### src/rtl/tif_pkg.sv
package tif_pkg;

  // Register selected by the one-bit select line of the register port
  typedef enum logic {
    REG_ENABLE = 1'b0,
    REG_FLAG   = 1'b1
  } tif_reg_e;

  // Source bit positions, shared by the enable and flag registers
  localparam int unsigned SRC_OVF  = 0;
  localparam int unsigned SRC_CMPA = 1;
  localparam int unsigned SRC_CMPB = 2;

endpackage

### src/rtl/tif_flag_bank.sv
module tif_flag_bank #(
  parameter int unsigned SRC_N = 3
) (
  input  logic             clk,
  input  logic             rst_n,
  input  logic [SRC_N-1:0] set_i,
  input  logic             sw_clr_en_i,
  input  logic [SRC_N-1:0] sw_clr_mask_i,
  input  logic [SRC_N-1:0] hw_clr_i,
  output logic [SRC_N-1:0] flag_o
);

  for (genvar g = 0; g < SRC_N; g++) begin : g_cell
    logic clr_req;
    logic upd_en;
    logic flag_d;
    logic flag_q;

    // next-state: a set event overrides any clear in the same cycle
    always_comb begin
      clr_req = (sw_clr_en_i & sw_clr_mask_i[g]) | hw_clr_i[g];
      upd_en  = set_i[g] | clr_req;
      flag_d  = set_i[g];
    end

    always_ff @(posedge clk or negedge rst_n) begin
      if (!rst_n) begin
        flag_q <= 1'b0;
      end else if (upd_en) begin
        flag_q <= flag_d;
      end
    end

    assign flag_o[g] = flag_q;
  end

endmodule

### src/rtl/tif_enable_reg.sv
module tif_enable_reg #(
  parameter int unsigned SRC_N = 3
) (
  input  logic             clk,
  input  logic             rst_n,
  input  logic             load_i,
  input  logic [SRC_N-1:0] data_i,
  output logic [SRC_N-1:0] en_o
);

  logic [SRC_N-1:0] en_d;
  logic [SRC_N-1:0] en_q;

  always_comb begin
    en_d = data_i;
  end

  always_ff @(posedge clk or negedge rst_n) begin
    if (!rst_n) begin
      en_q <= '0;
    end else if (load_i) begin
      en_q <= en_d;
    end
  end

  assign en_o = en_q;

endmodule

### src/rtl/tif_read_mux.sv
module tif_read_mux #(
  parameter int unsigned SRC_N  = 3,
  parameter int unsigned DATA_W = 8
) (
  input  tif_pkg::tif_reg_e sel_i,
  input  logic [SRC_N-1:0]  en_i,
  input  logic [SRC_N-1:0]  flag_i,
  output logic [DATA_W-1:0] rdata_o
);

  logic [SRC_N-1:0] live;

  always_comb begin
    live = (sel_i == tif_pkg::REG_FLAG) ? flag_i : en_i;
  end

  assign rdata_o[SRC_N-1:0] = live;

  // reserved upper bits are tied to zero
  if (DATA_W > SRC_N) begin : g_pad
    assign rdata_o[DATA_W-1:SRC_N] = '0;
  end

endmodule

### src/rtl/tif_irq_gate.sv
module tif_irq_gate #(
  parameter int unsigned SRC_N = 3
) (
  input  logic             gie_i,
  input  logic [SRC_N-1:0] en_i,
  input  logic [SRC_N-1:0] flag_i,
  output logic [SRC_N-1:0] req_o
);

  for (genvar g = 0; g < SRC_N; g++) begin : g_req
    assign req_o[g] = gie_i & en_i[g] & flag_i[g];
  end

endmodule

### src/rtl/tif_unit.sv
module tif_unit #(
  parameter int unsigned SRC_N  = 3,
  parameter int unsigned DATA_W = 8
) (
  input  logic              clk,
  input  logic              rst_n,
  input  logic [SRC_N-1:0]  evt_pulse,
  input  logic [SRC_N-1:0]  irq_ack,
  input  logic              glb_ie,
  input  logic              bus_wr,
  input  logic              bus_sel,
  input  logic [DATA_W-1:0] bus_wdata,
  output logic [DATA_W-1:0] bus_rdata,
  output logic [SRC_N-1:0]  irq_req
);

  localparam int unsigned PAD_W = (DATA_W > SRC_N) ? (DATA_W - SRC_N) : 1;

  tif_pkg::tif_reg_e sel;
  logic              wr_en_reg;
  logic              wr_flag_reg;
  logic [SRC_N-1:0]  wdata_src;
  logic [SRC_N-1:0]  en_q;
  logic [SRC_N-1:0]  flag_q;
  logic [PAD_W-1:0]  unused_wdata_hi;

  always_comb begin
    sel         = tif_pkg::tif_reg_e'(bus_sel);
    wr_en_reg   = bus_wr & (sel == tif_pkg::REG_ENABLE);
    wr_flag_reg = bus_wr & (sel == tif_pkg::REG_FLAG);
    wdata_src   = bus_wdata[SRC_N-1:0];
  end

  // write data above the source bits has no storage behind it
  if (DATA_W > SRC_N) begin : g_hi
    assign unused_wdata_hi = bus_wdata[DATA_W-1:SRC_N];
  end else begin : g_nohi
    assign unused_wdata_hi = '0;
  end

  tif_enable_reg #(.SRC_N(SRC_N)) u_en (
    .clk    (clk),
    .rst_n  (rst_n),
    .load_i (wr_en_reg),
    .data_i (wdata_src),
    .en_o   (en_q)
  );

  tif_flag_bank #(.SRC_N(SRC_N)) u_flags (
    .clk           (clk),
    .rst_n         (rst_n),
    .set_i         (evt_pulse),
    .sw_clr_en_i   (wr_flag_reg),
    .sw_clr_mask_i (wdata_src),
    .hw_clr_i      (irq_ack),
    .flag_o        (flag_q)
  );

  tif_read_mux #(.SRC_N(SRC_N), .DATA_W(DATA_W)) u_rd (
    .sel_i   (sel),
    .en_i    (en_q),
    .flag_i  (flag_q),
    .rdata_o (bus_rdata)
  );

  tif_irq_gate #(.SRC_N(SRC_N)) u_irq (
    .gie_i  (glb_ie),
    .en_i   (en_q),
    .flag_i (flag_q),
    .req_o  (irq_req)
  );

endmodule

### config.mk
export PLATFORM = sky130hd
export DESIGN_NAME = tif_unit
export DESIGN_NICKNAME = d
export VERILOG_FILES = /design/src/rtl/tif_pkg.sv /design/src/rtl/tif_flag_bank.sv /design/src/rtl/tif_enable_reg.sv /design/src/rtl/tif_read_mux.sv /design/src/rtl/tif_irq_gate.sv /design/src/rtl/tif_unit.sv
export SDC_FILE = /design/constraint.sdc
export NUM_CORES = 1
export LEC_CHECK = 0
export ABC_CLOCK_PERIOD_IN_PS = 1000
export BUFFER_PORTS_ARGS = -buffer_cell sky130_fd_sc_hd__clkbuf_2
export CAP_MARGIN = 40
export CORE_AREA = 2 2 39 41
export DETAILED_ROUTE_END_ITERATION = 8
export DIE_AREA = 0 0 41 43
export HOLD_SLACK_MARGIN = 0.03
export PLACE_DENSITY = 0.62
export SLEW_MARGIN = 20
export SYNTH_ARGS = -nofsm -noshare
export SYNTH_HDL_FRONTEND = slang
export SYNTH_SLANG_ARGS = --single-unit
### constraint.sdc
create_clock -name clk -period 1 [get_ports clk]
set_input_delay 0.05 -clock clk [delete_from_list [all_inputs] [get_ports clk]]
set_output_delay 0.05 -clock clk [all_outputs]
set_load 0.02 [all_outputs]
==> results of run 1 <==
final timing paths:
path                                     startpoint                        to  slack (ns)  cells past startpoint
max in group asynchronous                     rst_n              u_en.en_o[1]        0.69                      2
min in group asynchronous                     rst_n  u_flags.g_cell[1].flag_q        0.16                      2
setup / recovery           u_flags.g_cell[1].flag_q              bus_rdata[1]       -0.09                      2
hold / removal                         bus_wdata[1]              u_en.en_o[1]        0.06                      2
hold reg to reg                        u_en.en_o[1]              u_en.en_o[1]        0.54                      1
setup reg to reg                       u_en.en_o[0]              u_en.en_o[0]           0                      3
layout make-up:
cell class	count	area, um2
well taps	16	20.02
multi-input cells	21	188.9
fillers	132	755.7
repair buffers	29	235.2
clock buffers	3	22.52
inverters	3	11.26
flip-flops and latches	6	150.1
timing repair:
item | 4_1_cts | 5_1_grt
buffers inserted | 5 | 1
endpoints found under the setup margin | 6 | 6
hold buffers | 4 | 0
resized for setup | 11 | 10
endpoints found under the hold margin | 9 | 0
cloned | 0 | 0
pin swaps | 3 | 3
cell usage in the layout, fill, tap and decap left out:
cell type / count
a31o_1: 1
a31o_2: 2
and3_1: 1
and3_4: 2
buf_4: 6
buf_6: 1
buf_8: 4
clkbuf_2: 13
clkbuf_4: 3
clkbuf_8: 1
conb_1: 5
dfrtp_1: 6
dlygate4sd3_1: 4
inv_1: 3
mux2_2: 1
mux2_4: 5
nand2b_4: 1
nand3_1: 3
flip-flops by register name (all words and copies together) (netlist names):
name,cells
u_flags.g_cell.flag_q,3
u_en.en_o,3
metrics by stage:
step	instance area [um2]	power, mW	hold slack [ns]	TNS [ns]	std cells
finish	628.1	0.8279	0.05870	-0.2871	78
global route	628.1	0.8798	0.06199	-0.4943	78
CTS	595.6	0.7972	0.05106	-0.3253	77
detailed placement	447.9	0.4874	-0.1139	0	65
global placement	447.9	0.4804	-0.1182	0	65
floorplan	381.6	0.4335	-0.2456	0	36
worst max-delay path, cell delays in order (launching register included):
cell	delay (ns)
dfrtp_1	0.38
mux2_2	0.28
buf_6	0.13
kinds of logic (layout without fill, tap and decap cells):
| logic type | Yosys count | in the layout |
|---|---|---|
| buf+inv | 9 | 35 |
| simple gates | 7 | 7 |
| mux | 6 | 6 |
| flops | 6 | 6 |
| compound gates | 3 | 3 |
| other cells | 1 | 5 |
metal layers:
| metal | GRT usage (%) | vias up | routed length, um |
|---|---|---|---|
| met3 | 0 | 4 | 59 |
| met4 | 10.00 | 0 | 36 |
| li1 | - | 164 | - |
| met2 | 22.81 | 19 | 477 |
| met1 | 13.40 | 165 | 325 |
| met5 | 0 | - | 0 |
power groups by stage:
stage	registers (mW)	logic [mW]	clock network, mW
floorplan	0.287	0.147	0
global placement	0.291	0.189	0
detailed placement	0.294	0.193	0
CTS	0.288	0.275	0.235
global route	0.294	0.333	0.252
finish	0.289	0.311	0.228
==> run summary, run 1 <==
Xor and xnor area share after synthesis = 0%
Nets@finish = 83
Core Rows = 14
Number of synthesized flops with an enable pin = 0
Via count = 352
Final core utilization = 45.39%
N_diodes = 0
Worst skew pair latency = 0.24 ns
Sw Share = 28.03%
Synth Area in Adders = 0%
Port Buffers = 19
Cells after Synth = 32
MaxCap Viol Count = 0
Clock power frac = 27.5%
Final WL = 898 um
Setup slack at placement = 0.1529 ns
GRT overflow = 0
Post-Route Skew = 0 ns
Die Y = 43 um
Flop pwr share = 35.0%
Mapped Area = 366.6 um2
Compound-cell area share of the yosys netlist = 7.167%
Routed Antenna Nets = 0
GRT Util Overall = 13.02%
CP Capture Type = output port
Class of the worst hold path = input pin to flop
Largest cells by area after synthesis = dfrtp_1 41%, mux2_4 12%, buf_4 10%, mux2_2 9.2%, and3_1 5.1%
Worst Setup Path Type = flop to output port
Startpoint types = flop
Final number of hold-violating endpoints = 0
Post-synthesis mux area share = 21.50%
Count leader, synth = dfrtp_1
Sw power = 232.0 uW
Arrival @ worst endpoint = 1.04 ns
# H-tree levels = 1
Post-synth top area cell = dfrtp_1
Initial Util = 26.49%
DRT iter0 DRCs = 7
Vias/cell = 4.513
Layout cells sized above 1 = 62.90%
1st-pass router iterations = 4
Main combinational cell family by area after synthesis = multiplexers
Fin. max-slew vios = 0
Layout area overhead = 71.33%
Register area share after synthesis = 40.96%
Worst path required time = 0.95 ns
Root Driver = clkbuf_4
Simple-Gate Fraction of Synth Area = 12.97%
Die footprint = 1763 um2
Unique masters post-synth = 12
Vias in the first global route = 359
Ys async rst share = 100.0%
Post-synthesis register bit count = 6
TritonCTS Buffers = 3
Gate power share = 37.5%
Post-synth top area share = 40.96%
Commonest cells in the netlist = 6 x dfrtp_1, 5 x buf_4
WL per Instance = 11.51 um
Num ports = 30
Outcome = finished, violations left
Largest net degree at the start of global routing = 8
TritonCTS clock tree = yes
Cell area power density = 1318 nW/um2
Internal power = 595.9 uW
Die span in x = 41 um
Final min period = 1.092 ns
Warnings, synthesis = 0
RSZ-0062 raised after global routing = yes
Top fanout value on the critical path = 3
P_leak = 0.3350 nW
CTS sink count = 6
Clock transition at the registers of the reported paths = 0.05 ns
Syn_area_per_cell = 11.46 um2
Synth Flop Type = dfrtp_1
First-pass GRT wire length = 1497 um
DRC viols = 0
GP Congestion = 0.6693
CTS max path bufs = 2
Failing checks = negative setup slack
Part of the cycle the worst path needs = 109.2%
Final WS setup = -0.09242 ns
Initial antenna violation count = 0
Core area = 1384 um2
Worst VDD drop = 0.6438 mV
Setup violators final = 5
Fmax = 915.4 MHz
Note: power is estimated with default switching activity, not from simulation.
==> run 2, diff against run 1 <==
- SYNTH_HIERARCHICAL: unset -> 1
==> run 2 against run 1 <==
The flow still finishes with violations (negative setup slack). Core utilization down 2.5 points. Sequential share of layout area up 1.4 points. Fmax down 0.26%. Critical path depth unchanged. Combinational power down 15%. Sequential cell count unchanged. Register-to-register slack better by 0.09 ns. Largest cell class unchanged.
==> run summary, run 2 <==
Outcome = finished, violations left
Failing checks = negative setup slack
Warnings, synthesis = 6
Post-synthesis register bit count = 6
Worst path required time = 0.95 ns
Nets@finish = 82
GR peak layer = met2
GR Util met3 = 3.665%
GRT Util Overall = 11.43%
Synth Flop Type = dfrtp_1
Commonest cells in the netlist = 8 x buf_4, 6 x dfrtp_1, 6 x mux2_2
RSZ-0062 raised after global routing = yes
Post-synth top area cell = dfrtp_1
Startpoint types = flop
Via count = 332
Layout area overhead = 62.33%
Die footprint = 1763 um2
Arrival @ worst endpoint = 1.05 ns
TritonCTS Buffers = 3
Core area = 1384 um2
Count leader, synth = buf_4
Buffers plus inverters on the worst setup path = 1
Final core utilization = 42.86%
Vias/cell = 4.312
CP max stage delay = 0.40 ns
Class of the worst hold path = input pin to flop
N_diodes = 0
CTS sink count = 6
R2r setup slk = 0.09 ns
Worst VDD drop = 0.6256 mV
Cells after Synth = 35
1st-pass router iterations = 2
DRC viols = 0
Layout cells sized above 1 = 59.02%
Fmax = 913.0 MHz
Port Buffers = 19
Final number of hold-violating endpoints = 0
Die span in x = 41 um
Syn_area_per_cell = 10.44 um2
Setup violators final = 5
MaxCap Viol Count = 0
Cell area power density = 1292 nW/um2
DRT iter0 DRCs = 1
Post-synth top area share = 41.10%
Register area share after synthesis = 41.10%
Commonest non-fill, non-tap cell in the layout = clkbuf_2
Initial antenna violation count = 0
Ys async rst share = 100.0%
Fin. max-slew vios = 0
Most frequent cells in the layout = 13 x clkbuf_2, 6 x dfrtp_1, 5 x conb_1
Final WL = 820 um
Largest net degree at the start of global routing = 7
P_leak = 0.3069 nW
Critical path, cell by cell = mux2_4 -> buf_6
Critical path's top delay family = flip-flops
Routed Antenna Nets = 0
WL per Instance = 10.65 um
Core Rows = 14
TritonCTS clock tree = yes
First-pass GRT wire length = 1324 um
Root Driver = clkbuf_4
Initial Util = 26.40%
Worst Setup Path Type = flop to output port
Final WS setup = -0.09528 ns
GRT overflow = 0
GP Congestion = 0.6668
Die Y = 43 um
Worst hold-check slack = 0.06761 ns
CTS max path bufs = 2
Unique masters post-synth = 10
Clock transition at the registers of the reported paths = 0.04 ns
Mapped Area = 365.4 um2
# H-tree levels = 1
Critical-path top delay cell = dfrtp_1
CP Capture Type = output port
Met1 Use GR = 12.50%
Number of synthesized flops with an enable pin = 0
Vias in the first global route = 337
Met2 usage = 17.50%
Worst skew pair latency = 0.24 ns
Post-Route Skew = 0 ns
Num ports = 30
Top fanout value on the critical path = 3
Part of the cycle the worst path needs = 109.5%
# fillers = 150
Largest cells by area after synthesis = dfrtp_1 41%, mux2_2 18%, buf_4 16%, a31o_1 7.2%, and3_1 5.1%
Final min period = 1.095 ns
[run 2: cells by family after synthesis]
| kind of cell | share of synthesized area, % |
|---|---|
| buffers and inverters | 19.52 |
| AO/OA/AOI/OAI | 7.193 |
| multiplexers | 18.49 |
| flip-flops | 41.09 |
| other | 1.026 |
| AND/OR/NAND/NOR | 12.67 |
[run 2: area by class of cell]
type	instances	area [um2]	area share [%]
clock buffer	3	22.52	3.797
inverter	3	11.26	1.899
sequential	6	150.1	25.32
timing repair buffer	27	212.7	35.86
tap	16	20.02	3.376
multi-input combinational	22	176.4	29.75
[run 2: metal layers]
layer	part of all wire, %	vias up	wire, um
li1	-	155	-
met1	33	162	273
met2	59	13	482
met3	6.6	2	54
met4	1.2	0	10
met5	0	-	0
[run 2: path summary, 6_finish.rpt]
path                                          start                  endpoint  cells after the start
setup / recovery                       u_en/en_o[2]              bus_rdata[2]                      2
hold / removal                         bus_wdata[2]              u_en/en_o[2]                      2
setup reg to reg           u_flags/g_cell[1].flag_q  u_flags/g_cell[1].flag_q                      3
hold reg to reg                        u_en/en_o[0]              u_en/en_o[0]                      1
max in group asynchronous                     rst_n  u_flags/g_cell[1].flag_q                      2
min in group asynchronous                     rst_n              u_en/en_o[0]                      2
[run 2: where the power goes]
part           switching, mW  internal (mW)  leakage [nW]
clock network         0.0754          0.135        0.0138
registers             0.0217          0.271        0.0679
logic                  0.110          0.153         0.225
total                  0.207          0.559         0.307
[run 2: what timing repair did]
| action | CTS | global route |
|---|---|---|
| endpoints found under the hold margin | 9 | 0 |
| gates resized for setup | 5 | 15 |
| pin swaps | 1 | 3 |
| setup endpoints to repair | 6 | 6 |
| hold buffers | 4 | 0 |
| buffers inserted | 3 | 1 |
[run 2: per-stage QoR]
step	std cells	setup WS (ns)	total power [mW]	area, um2	setup TNS (ns)
2_1_floorplan	39	0.1639	0.4256	380.4	0
3_3_place_gp	66	0.1152	0.4641	435.4	0
3_5_place_dp	66	0.1028	0.4678	435.4	0
4_1_cts	76	-0.1139	0.7359	546.8	-0.3213
5_1_grt	77	-0.1250	0.8182	593.1	-0.4378
6_report	77	-0.09528	0.7661	593.1	-0.2830
==> run 3, diff against run 2 <==
- PLACE_DENSITY: 0.62 -> unset
==> run 3 against run 2 <==
Register-to-register slack got worse by 0.04 ns. Clock power decreased by 2%. Global-route usage decreased by 1.4 points. Sequential power decreased by 1%. The flow still finishes with violations (negative setup slack). Sequential share of layout area increased by 0.66 points. Worst setup slack improved by 0.016 ns. Largest power group unchanged. Count of clock-buffer cells in the layout unchanged. Clock skew unchanged. Combinational power decreased by 2%. Non-clock buffer count decreased by 2.
==> run summary, run 3 (synthesized netlist as in run 2, its figures left out) <==
Post-DP HPWL = 559.9 um
Via count = 304
CTS sink count = 6
DRC viols = 0
Core area = 1384 um2
R2r setup slk = 0.05 ns
Top fanout value on the critical path = 3
Largest net degree at the start of global routing = 7
TritonCTS Buffers = 3
Commonest non-fill, non-tap cell in the layout = clkbuf_2
Most frequent cells in the layout = 13 x clkbuf_2, 6 x dfrtp_1, 5 x conb_1
MaxCap Viol Count = 0
Worst path required time = 0.95 ns
Worst Setup Path Type = flop to output port
GP Congestion = 0.7036
Nets@finish = 80
Vias/cell = 4.053
GRT Util Overall = 10.02%
Layout Cells excl Fill = 75
FF/Latch Area = 150.1 um2
Startpoint types = flop
Die Y = 43 um
Final WL = 691 um
Core Rows = 14
Final min period = 1.079 ns
Final number of hold-violating endpoints = 0
Worst VDD drop = 0.6926 mV
Layout cells sized above 1 = 55.93%
Root Driver = clkbuf_4
RSZ-0062 raised after global routing = yes
Fmax = 926.5 MHz
CP Capture Type = output port
First-pass GRT wire length = 1159 um
TritonCTS clock tree = yes
Class of the worst hold path = input pin to flop
CTS max path bufs = 2
Initial antenna violation count = 0
DRT iter0 DRCs = 3
N_diodes = 0
Setup violators final = 3
Outcome = finished, violations left
Clock transition at the registers of the reported paths = 0.04 ns
# H-tree levels = 1
Die footprint = 1763 um2
Routed Antenna Nets = 0
# fillers = 137
Num ports = 30
Dpl cells = 66
Cell area power density = 1303 nW/um2
Final WS setup = -0.07938 ns
Setup TNS = -0.2226 ns
Initial Util = 26.40%
Final core utilization = 41.77%
1st-pass router iterations = 2
P_leak = 0.3039 nW
Arrival @ worst endpoint = 1.03 ns
Area of the multi-input gates = 175.2 um2
GRT overflow = 0
Port Buffers = 19
Die span in x = 41 um
Post-Route Skew = 0 ns
Vias in the first global route = 294
Failing checks = negative setup slack
Fin. max-slew vios = 0
Part of the cycle the worst path needs = 107.9%
Worst skew pair latency = 0.23 ns
WL per Instance = 9.213 um
Layout area overhead = 58.22%
## run 3: repair_timing
action | CTS | global route
pin swaps | 1 | 3
setup endpoints to repair | 5 | 6
endpoints found under the hold margin | 9 | 0
hold buffers | 4 | 0
buffers inserted | 1 | 1
gates resized for setup | 7 | 15
## run 3: final cells by class
class                      count  area share (%)
clock buffer                   3           3.896
inverter                       3           1.948
multi-input combinational     22           30.30
sequential                     6           25.97
tap                           16           3.463
timing repair buffer          25           34.42
## run 3: worst max-delay path: stages (launching register included)
cell and delay [ns]:
dfrtp_1 0.39, mux2_4 0.28, buf_8 0.13
## run 3: layer usage
metal	GRT usage [%]	share of wire, %
met4	8.000	1.7
met1	9.901	36
met2	15.63	56
met3	3.665	5.9
met5	0	0
## run 3: power by group
group	switching [mW]	internal, mW
sequential	0.0180	0.271
combinational	0.108	0.150
clock	0.0713	0.135
total	0.197	0.556
## run 3: path summary, 6_finish.rpt
path | startpoint | cells after the start | endpoint
min | bus_wdata[1] | 2 | u_en/en_o[1]
min reg2reg | u_flags/g_cell[1].flag_q | 1 | u_flags/g_cell[1].flag_q
max reg2reg | u_flags/g_cell[2].flag_q | 3 | u_flags/g_cell[2].flag_q
max | u_flags/g_cell[2].flag_q | 2 | bus_rdata[2]
max in group asynchronous | rst_n | 2 | u_flags/g_cell[2].flag_q
min in group asynchronous | rst_n | 2 | u_en/en_o[2]
## run 3: per-stage QoR
stage	hold WS [ns]	cell area (um2)	worst slack [ns]	total power, mW
after detailed placement	-0.1194	435.4	0.1168	0.4661
after CTS	0.06248	535.5	-0.09791	0.7244
final	0.07287	578.1	-0.07938	0.7530
after global placement	-0.1212	435.4	0.1138	0.4640
after floorplan	-0.2456	380.4	0.1639	0.4256
after global routing	0.06769	578.1	-0.1082	0.8086
